--- src/rtl/pwr_mode_pkg.sv ---
package pwr_mode_pkg;

    typedef enum logic [2:0] {
        M_RUN    = 3'd0,
        M_WAIT   = 3'd1,
        M_STOP   = 3'd2,
        M_LPRUN  = 3'd3,
        M_LPWAIT = 3'd4,
        M_EXIT   = 3'd5
    } mode_e;

    localparam logic [2:0] REQ_RUN    = 3'd0;
    localparam logic [2:0] REQ_WAIT   = 3'd1;
    localparam logic [2:0] REQ_STOP   = 3'd2;
    localparam logic [2:0] REQ_LPRUN  = 3'd3;
    localparam logic [2:0] REQ_LPWAIT = 3'd4;

    localparam logic [1:0] CSRC_INT      = 2'd0;
    localparam logic [1:0] CSRC_EXT      = 2'd1;
    localparam logic [1:0] CSRC_XTAL     = 2'd2;
    localparam logic [1:0] CSRC_INT_FAST = 2'd3;

    typedef struct packed {
        mode_e mode;
        logic  err;
    } ctrl_state_t;

endpackage

--- src/rtl/pwr_entry_qual.sv ---
module pwr_entry_qual
    import pwr_mode_pkg::*;
#(
    parameter int FREQ_W          = 16,
    parameter int LP_FREQ_MAX_KHZ = 250
) (
    input  logic [1:0]        clk_src_i,
    input  logic [FREQ_W-1:0] cpu_freq_khz_i,
    input  logic              lvd_en_i,
    input  logic              lvd_stop_en_i,
    output logic              clk_ok_o,
    output logic              entry_ok_o
);
    localparam logic [FREQ_W-1:0] FREQ_LIMIT = FREQ_W'(LP_FREQ_MAX_KHZ);

    logic src_ok;
    logic freq_ok;
    logic lvd_ok;

    always_comb begin
        // Only sources that do not depend on the full-regulation current reference
        src_ok     = (clk_src_i == CSRC_EXT) || (clk_src_i == CSRC_XTAL);
        freq_ok    = (cpu_freq_khz_i <= FREQ_LIMIT);
        // Detector may run only if it can be suspended (not kept on in stop)
        lvd_ok     = !lvd_en_i || !lvd_stop_en_i;
        clk_ok_o   = src_ok && freq_ok;
        entry_ok_o = clk_ok_o && lvd_ok;
    end
endmodule

--- src/rtl/pwr_out_decode.sv ---
module pwr_out_decode
    import pwr_mode_pkg::*;
(
    input  mode_e mode_i,
    input  logic  lvd_en_i,
    input  logic  lvd_stop_en_i,
    output logic  reg_loose_o,
    output logic  bus_clk_en_o,
    output logic  lvd_active_o
);
    always_comb begin
        reg_loose_o  = 1'b0;
        bus_clk_en_o = 1'b1;
        lvd_active_o = 1'b0;
        unique case (mode_i)
            M_RUN, M_WAIT: begin
                lvd_active_o = lvd_en_i;
            end
            M_STOP: begin
                reg_loose_o  = 1'b1;
                bus_clk_en_o = 1'b0;
                lvd_active_o = lvd_en_i && lvd_stop_en_i;
            end
            M_LPRUN, M_LPWAIT: begin
                reg_loose_o  = 1'b1;
            end
            M_EXIT: begin
                // Full regulation requested; detector waits for ready
                reg_loose_o  = 1'b0;
            end
            default: begin
                reg_loose_o  = 1'b0;
            end
        endcase
    end
endmodule

--- src/rtl/pwr_mode_ctrl.sv ---
module pwr_mode_ctrl
    import pwr_mode_pkg::*;
#(
    parameter int FREQ_W          = 16,
    parameter int LP_FREQ_MAX_KHZ = 250
) (
    input  logic              clk_i,
    input  logic              rst_ni,
    input  logic              req_valid_i,
    input  logic [2:0]        req_code_i,
    input  logic [1:0]        clk_src_i,
    input  logic [FREQ_W-1:0] cpu_freq_khz_i,
    input  logic              lvd_en_i,
    input  logic              lvd_stop_en_i,
    input  logic              wake_i,
    input  logic              reg_ready_i,
    input  logic              err_clr_i,
    output logic [2:0]        mode_o,
    output logic              reg_loose_o,
    output logic              bus_clk_en_o,
    output logic              lvd_active_o,
    output logic              lp_err_o
);
    ctrl_state_t st_d, st_q;
    logic        clk_ok;
    logic        entry_ok;
    logic        refuse;

    pwr_entry_qual #(
        .FREQ_W          (FREQ_W),
        .LP_FREQ_MAX_KHZ (LP_FREQ_MAX_KHZ)
    ) u_qual (
        .clk_src_i      (clk_src_i),
        .cpu_freq_khz_i (cpu_freq_khz_i),
        .lvd_en_i       (lvd_en_i),
        .lvd_stop_en_i  (lvd_stop_en_i),
        .clk_ok_o       (clk_ok),
        .entry_ok_o     (entry_ok)
    );

    always_comb begin
        st_d   = st_q;
        refuse = 1'b0;
        unique case (st_q.mode)
            M_RUN: begin
                if (req_valid_i) begin
                    case (req_code_i)
                        REQ_WAIT:  st_d.mode = M_WAIT;
                        REQ_STOP:  st_d.mode = M_STOP;
                        REQ_LPRUN: begin
                            if (entry_ok) st_d.mode = M_LPRUN;
                            else          refuse    = 1'b1;
                        end
                        REQ_LPWAIT: begin
                            if (entry_ok) st_d.mode = M_LPWAIT;
                            else          refuse    = 1'b1;
                        end
                        default: ;
                    endcase
                end
            end
            M_WAIT: begin
                if (wake_i) st_d.mode = M_RUN;
            end
            M_STOP: begin
                if (wake_i) st_d.mode = M_EXIT;
            end
            M_LPRUN: begin
                if (!clk_ok) begin
                    st_d.mode = M_EXIT;
                end else if (req_valid_i) begin
                    case (req_code_i)
                        REQ_RUN:    st_d.mode = M_EXIT;
                        REQ_LPWAIT: st_d.mode = M_LPWAIT;
                        REQ_STOP:   st_d.mode = M_STOP;
                        default: ;
                    endcase
                end
            end
            M_LPWAIT: begin
                if (!clk_ok)     st_d.mode = M_EXIT;
                else if (wake_i) st_d.mode = M_LPRUN;
            end
            M_EXIT: begin
                if (reg_ready_i) st_d.mode = M_RUN;
            end
            default: st_d.mode = M_RUN;
        endcase

        if (refuse)         st_d.err = 1'b1;
        else if (err_clr_i) st_d.err = 1'b0;
    end

    always_ff @(posedge clk_i or negedge rst_ni) begin
        if (!rst_ni) begin
            st_q.mode <= M_RUN;
            st_q.err  <= 1'b0;
        end else begin
            st_q <= st_d;
        end
    end

    pwr_out_decode u_dec (
        .mode_i        (st_q.mode),
        .lvd_en_i      (lvd_en_i),
        .lvd_stop_en_i (lvd_stop_en_i),
        .reg_loose_o   (reg_loose_o),
        .bus_clk_en_o  (bus_clk_en_o),
        .lvd_active_o  (lvd_active_o)
    );

    assign mode_o   = st_q.mode;
    assign lp_err_o = st_q.err;
endmodule

--- config.mk ---
export PLATFORM = sky130hd
export DESIGN_NAME = pwr_mode_ctrl
export DESIGN_NICKNAME = d
export VERILOG_FILES = /design/src/rtl/pwr_mode_pkg.sv /design/src/rtl/pwr_entry_qual.sv /design/src/rtl/pwr_out_decode.sv /design/src/rtl/pwr_mode_ctrl.sv
export SDC_FILE = /design/constraint.sdc
export NUM_CORES = 1
export LEC_CHECK = 0
export ABC_AREA = 1
export CAP_MARGIN = 20
export CORE_UTILIZATION = 40
export CTS_CLUSTER_SIZE = 28
export DETAILED_ROUTE_END_ITERATION = 8
export DONT_BUFFER_PORTS = 1
export PLACE_DENSITY_LB_ADDON = 0.1
export REMOVE_ABC_BUFFERS = 1
export SYNTH_ARGS = -nofsm -noshare
export SYNTH_HDL_FRONTEND = slang
export SYNTH_SLANG_ARGS = --single-unit
--- constraint.sdc ---
create_clock -name clk_i -period 1.6 [get_ports clk_i]
set_input_delay 0.24 -clock clk_i [delete_from_list [all_inputs] [get_ports clk_i]]
set_output_delay 0.24 -clock clk_i [all_outputs]
set_load 0.005 [all_outputs]
==> results of run 1 <==
## layout make-up
type | count | area share [%]
Multi-Input combinational cell | 77 | 65.2
Inverter | 17 | 10.3
Tap cell | 15 | 3.04
Clock buffer | 3 | 3.64
Sequential cell | 4 | 16.2
Timing Repair Buffer | 1 | 1.62
## flip-flops by register name, indices dropped and copies added, names as in the netlist
signal    flops
lp_err_o      1
mode_o        3
## placed cells by master, fill, tap and decap left out
| master | count |
|---|---|
| a21oi_1 | 4 |
| a21oi_2 | 1 |
| clkbuf_4 | 3 |
| dfrtp_1 | 4 |
| dlygate4sd3_1 | 1 |
| inv_1 | 15 |
| inv_2 | 2 |
| nand2_1 | 30 |
| nand2_2 | 2 |
| nand3_1 | 7 |
| nand3_2 | 3 |
| nand4_1 | 5 |
| nand4_2 | 1 |
| nor2_1 | 8 |
| nor2_2 | 3 |
| nor2_4 | 3 |
| nor3_1 | 2 |
| o21ai_0 | 6 |
| o21bai_2 | 1 |
| o22ai_1 | 1 |
## kinds of logic (layout without fill, tap and decap cells)
| group | count (synthesis) | in the layout |
|---|---|---|
| AOI/OAI and AO/OA | 13 | 13 |
| and+or+nand+nor | 64 | 64 |
| buffers and inverters | 17 | 21 |
| DFF | 4 | 4 |
## stage by stage
stage	instances	cell area (µm²)
floorplan	98	567
global placement	113	586
detailed placement	113	586
CTS	117	618
global route	117	618
finish	117	618
## path summary, 6_finish.rpt
kind	from	to	slack (ns)	cells past startpoint
setup / recovery	mode_o[1]	reg_loose_o	0.16	5
hold / removal	err_clr_i	lp_err_o	0.12	1
setup reg to reg	mode_o[1]	mode_o[0]	0.16	9
hold reg to reg	lp_err_o	lp_err_o	0.55	2
max in group asynchronous	rst_ni	mode_o[0]	1.15	1
min in group asynchronous	rst_ni	mode_o[2]	0.28	1
## power by group through the flow
stage	Sequential [W]	Clock (W)	Combinational (W)
global route	0.000206	0.000132	0.000518
CTS	0.000202	0.000126	0.000449
floorplan	0.000187	0	0.000379
finish	0.000201	0.000119	0.000444
detailed placement	0.000202	0	0.000443
global placement	0.000203	0	0.000445
## metal layers
layer  wire length, µm  global-route usage (%)
met1               597                    23.5
met2               518                    26.2
met3                65                    7.95
met4                 0                       0
met5                 0                       0
## worst max-delay path: cells and delay by family (launching register included)
| kind | cells | cell delay (ns) |
|---|---|---|
| and+or+nand+nor | 3 | 0.36 |
| DFF | 1 | 0.47 |
| buffers and inverters | 2 | 0.13 |
==> results.json, run 1 <==
{
  "grtUsageTotal_pct": 17.3,
  "hold_path.class": "input port to flip-flop",
  "place.gp.congestion": 0.793,
  "cts.path.max_buffers": 2,
  "vias": 610,
  "p_total_w": 0.000764,
  "cts_sinks": 4,
  "grt_pass1_vias": 503,
  "area.growth.synth_to_final_pct": 9.05,
  "drive_gt1_share_pct": 18.6,
  "hold_slack_ns": 0.121,
  "chipWidth_um": 39.6,
  "hold_violations": 0,
  "fmax_ghz": 0.697,
  "p_switching_w": 0.000388,
  "synth_most_common_cell": "nand2_1",
  "clk_pin_slew_ns": 0.04,
  "clk_latency_ns": 0.23,
  "antennaDiodeCount": 0,
  "end_kind": "output pin",
  "io_pins": 36,
  "fin_setup_tns_ns": 0,
  "synthesis.area_um2": 567,
  "synth_edf_count": 0,
  "critPathLaunchType": "flip-flop",
  "ys_ff_latch": 4,
  "synth_top_family_by_area": "simple AND/OR/NAND/NOR gates",
  "synth_xor_area_share_pct": 0,
  "slowest_stage": "dfrtp_1",
  "synth_area_leaders": "nand2_1 20%, dfrtp_1 18%, inv_1 9.9%",
  "ff_latch_area_um2": 100,
  "critPathMaxFanout": 7,
  "route.detailed.drc": 0,
  "final.setup_skew_ns": 0.00328,
  "avgSynthCellArea_um2": 5.78,
  "cap_violations": 0,
  "initial_core_util_pct": 43.0,
  "nets": 133,
  "grt_start_max_net_pins": 8,
  "wl_mm": 1.18,
  "antenna_left": 0,
  "multi_input_area_um2": 403,
  "grt-ovfl-total": 0,
  "synth_cell_types": 18,
  "intPower_w": 0.000376,
  "leakagePower_nw": 0.321,
  "synth_cells": 98,
  "cts_setup_buffers": 0,
  "viasPerCell": 5.21,
  "share_comb_of_total_power_pct": 58.1,
  "antenna_found_initial": 0,
  "tightestPinTransition_ns": 0.281,
  "dpl.hpwl_mm": 1.01,
  "synth-main-ff-cell": "dfrtp_1",
  "arrival_ns": 1.20,
  "rsz0062_at_grt": "false",
  "switching_share_pct": 50.8,
  "p_per_area_nw_per_um2": 1240,
  "fp-row-count": 13,
  "max-vdd-ir-drop_uv": 789,
  "slowest_delay_ns": 0.47,
  "place_ws_ns": 0.185,
  "setup_viol": 0,
  "critPathKind": "flip-flop to output pin",
  "nFillCells": 157,
  "first_pass_iters": 4,
  "cts_resized": 0,
  "fin_ws_ns": 0.165,
  "period_share_pct": 89.7,
  "p_clk_share_pct": 15.6,
  "grt_pass1_wl_mm": 1.87,
  "wl_per_cell_um": 10.1,
  "htreeDepth": 1,
  "synth_compound_area_share_pct": 13.5,
  "cts_tree": "yes",
  "outcome": "finished, final reports clean",
  "synthTopCellsByCount": "30 x nand2_1, 15 x inv_1, 8 x nor2_1",
  "drv_slew": 0,
  "drt_iter0_drc": 9,
  "yosysTopAreaCell": "nand2_1",
  "power_frac_seq_pct": 26.3,
  "muxShareOfSynthArea_pct": 0,
  "numCtsBuffers": 3,
  "dieHeight_um": 39.6,
  "synth_top_area_share_pct": 19.9,
  "clockRootBuffer": "clkbuf_4",
  "max-slew-margin-rel_pct": 81.3,
  "yosys_warnings": 0,
  "crit_chain": "nor2_2 -> inv_2 -> nor2_4 -> inv_1 -> nand2_1",
  "synthAdderAreaFrac_pct": 0,
  "fin_crit_ns": 1.44,
  "postCtsHoldBufs": 1,
  "synth-async-reset-ratio_pct": 100,
  "die_area_um2": 1570,
  "synthSimpleGateAreaFrac_pct": 57.6,
  "yosysSeqAreaShare_pct": 17.7,
  "cp.required_ns": 1.36,
  "fin_util_pct": 46.9,
  "core_region_area_um2": 1320,
  "port_buffers": 0
}
(Power assumes the default switching activity.)
==> inputs of run 2 (changes only) <==
--- a/config.mk
+++ b/config.mk
@@ -5,7 +5,6 @@
 export SDC_FILE = /design/constraint.sdc
 export NUM_CORES = 1
 export LEC_CHECK = 0
-export ABC_AREA = 1
 export CAP_MARGIN = 20
 export CORE_UTILIZATION = 40
 export CTS_CLUSTER_SIZE = 28
@@ -16,3 +15,4 @@
 export SYNTH_ARGS = -nofsm -noshare
 export SYNTH_HDL_FRONTEND = slang
 export SYNTH_SLANG_ARGS = --single-unit
+export TNS_END_PERCENT = 5
==> results.json, run 2 <==
{
  "outcome": "finished, violations left",
  "violations": "setup timing",
  "core_region_area_um2": 1170,
  "antenna_left": 0,
  "critPathMaxFanout": 8,
  "layout_commonest_cell": "buf_4",
  "viasPerCell": 5.95,
  "layout_common_cells": "20 x buf_4, 6 x a21oi_1, 6 x nand2_1",
  "synth-async-reset-ratio_pct": 100,
  "antennaDiodeCount": 0,
  "hold_path.class": "input port to flip-flop",
  "critPathKind": "flip-flop to flip-flop",
  "max-vdd-ir-drop_uv": 741,
  "p_clk_share_pct": 10.8,
  "cts.path.max_buffers": 2,
  "place_ws_ns": -0.168,
  "grt_pass1_wl_mm": 2.37,
  "synth_cell_types": 37,
  "final.setup_skew_ns": 0.000717,
  "clk_pin_slew_ns": 0.04,
  "fin_setup_tns_ns": -0.349,
  "leakagePower_nw": 0.282,
  "multi_input_area_um2": 385,
  "max-slew-margin-rel_pct": 78.9,
  "p_total_w": 0.00115,
  "wl_mm": 1.47,
  "fp-row-count": 12,
  "synth_cells": 72,
  "synthTopCellsByCount": "6 x a21oi_1, 6 x nand2_1",
  "critPathLaunchType": "flip-flop",
  "fin_ws_ns": -0.150,
  "avgSynthCellArea_um2": 7.47,
  "arrival_ns": 1.90,
  "yosysSeqAreaShare_pct": 18.6,
  "io_pins": 36,
  "critPathBufInv": 0,
  "route.detailed.drc": 0,
  "initial_core_util_pct": 45.9,
  "cts_tree": "yes",
  "numCtsBuffers": 3,
  "dpl.hpwl_mm": 1.20,
  "synth_area_leaders": "dfrtp_1 19%, a21oi_1 5.6%, nor4_1 4.7%",
  "grt_pass1_vias": 548,
  "cp_top_family": "compound AO/OA/AOI/OAI gates",
  "htreeDepth": 1,
  "place.gp.congestion": 0.938,
  "clockRootBuffer": "clkbuf_4",
  "vias": 619,
  "area.growth.synth_to_final_pct": 31.2,
  "drv_slew": 0,
  "drive_gt1_share_pct": 33.3,
  "fmax_ghz": 0.572,
  "grt_start_max_net_pins": 11,
  "setup_viol": 3,
  "largest_reg_flops": 3,
  "cp.required_ns": 1.75,
  "port_buffers": 0,
  "ys_ff_latch": 4,
  "slowest_delay_ns": 0.48,
  "hold_violations": 0,
  "grt-ovfl-total": 0,
  "yosys_warnings": 0,
  "synth_top_area_share_pct": 18.6,
  "chipWidth_um": 38.7,
  "p_switching_w": 0.000471,
  "crit_chain": "mux2_4 -> o21ai_2 -> o31ai_2 -> o211ai_2 -> or4_1 -> o211ai_1",
  "wl_per_cell_um": 14.1,
  "nets": 121,
  "finalInstanceArea_um2": 706,
  "clk_latency_ns": 0.23,
  "die_area_um2": 1500,
  "p_per_area_nw_per_um2": 1630,
  "intPower_w": 0.000682,
  "slowest_stage": "or4_1",
  "switching_share_pct": 40.8,
  "drt_iter0_drc": 25,
  "ff_latch_area_um2": 101,
  "hold_slack_ns": 0.126,
  "synth-main-ff-cell": "dfrtp_1",
  "tightestPinTransition_ns": 0.314,
  "cts_sinks": 4,
  "period_share_pct": 109,
  "cap_violations": 0,
  "dieHeight_um": 38.7,
  "grtUsageTotal_pct": 22.4,
  "nFillCells": 111,
  "postPlaceCellArea_um2": 654,
  "rsz0062_at_grt": "true",
  "yosysTopAreaCell": "dfrtp_1",
  "synth_edf_count": 0,
  "synthesis.area_um2": 538,
  "share_comb_of_total_power_pct": 70.5,
  "fin_crit_ns": 1.75,
  "end_kind": "flip-flop",
  "antenna_found_initial": 0,
  "power_frac_seq_pct": 18.7,
  "first_pass_iters": 4
}
run 2: cell count changes after synthesis, sizes merged, moves of 5 or more:
cell,change
buf,+5
inv,-13
nand2,-26
nand3,-8
nand4,-5
nor2,-12
run 2: area by class of cell:
class,instances,share of cell area [%]
Tap cell,14,2.48
Sequential cell,4,14.4
Multi-Input combinational cell,57,54.6
Clock buffer,3,3.19
Timing Repair Buffer,21,22.7
Inverter,5,2.66
run 2: logic make-up after synthesis:
| kind of cell | share of synthesized area [%] |
|---|---|
| compound gates | 29.5 |
| buf+inv | 11.6 |
| simple gates | 32.3 |
| mux | 4.65 |
| xor+xnor | 3.26 |
| flops | 18.6 |
run 2: power by group through the flow:
stage | sequential (W) | combinational, W | clock, W
4_1_cts | 0.000214 | 0.000809 | 0.000130
3_3_place_gp | 0.000210 | 0.000792 | 0
3_5_place_dp | 0.000212 | 0.000783 | 0
2_1_floorplan | 0.000240 | 0.000369 | 0
5_1_grt | 0.000224 | 0.000888 | 0.000139
6_report | 0.000216 | 0.000813 | 0.000125
run 2: path summary, 6_finish.rpt:
path / depth (start not counted) / startpoint / to / slack [ns]
setup / recovery: 6 / mode_o[2] / mode_o[0] / -0.15
max in group asynchronous: 1 / rst_ni / mode_o[2] / 1.14
setup reg to reg: 6 / mode_o[2] / mode_o[0] / -0.15
min in group asynchronous: 1 / rst_ni / lp_err_o / 0.28
hold reg to reg: 2 / lp_err_o / lp_err_o / 0.57
hold / removal: 1 / err_clr_i / lp_err_o / 0.13
run 2: per-layer routing:
layer / track usage (%) / vias up / share of wire (%)
li1: - / 315 / -
met1: 29.9 / 273 / 46
met3: 3.47 / 0 / 6.8
met5: 0 / - / 0
met4: 7.76 / 0 / 0
met2: 35.8 / 31 / 47
run 2: what timing repair did:
action | CTS | global route
pin swaps | 0 | 0
buffers inserted | 1 | 0
endpoints found under the hold margin | 4 | 0
resized for setup | 2 | 1
endpoints found under the setup margin | 3 | 5
hold buffers | 1 | 0
run 2: per-stage QoR:
step	instances	utilization [%]
floorplan	66	-
global placement	99	55.9
detailed placement	99	55.9
CTS	104	59.8
global route	104	60.3
finish	104	60.3
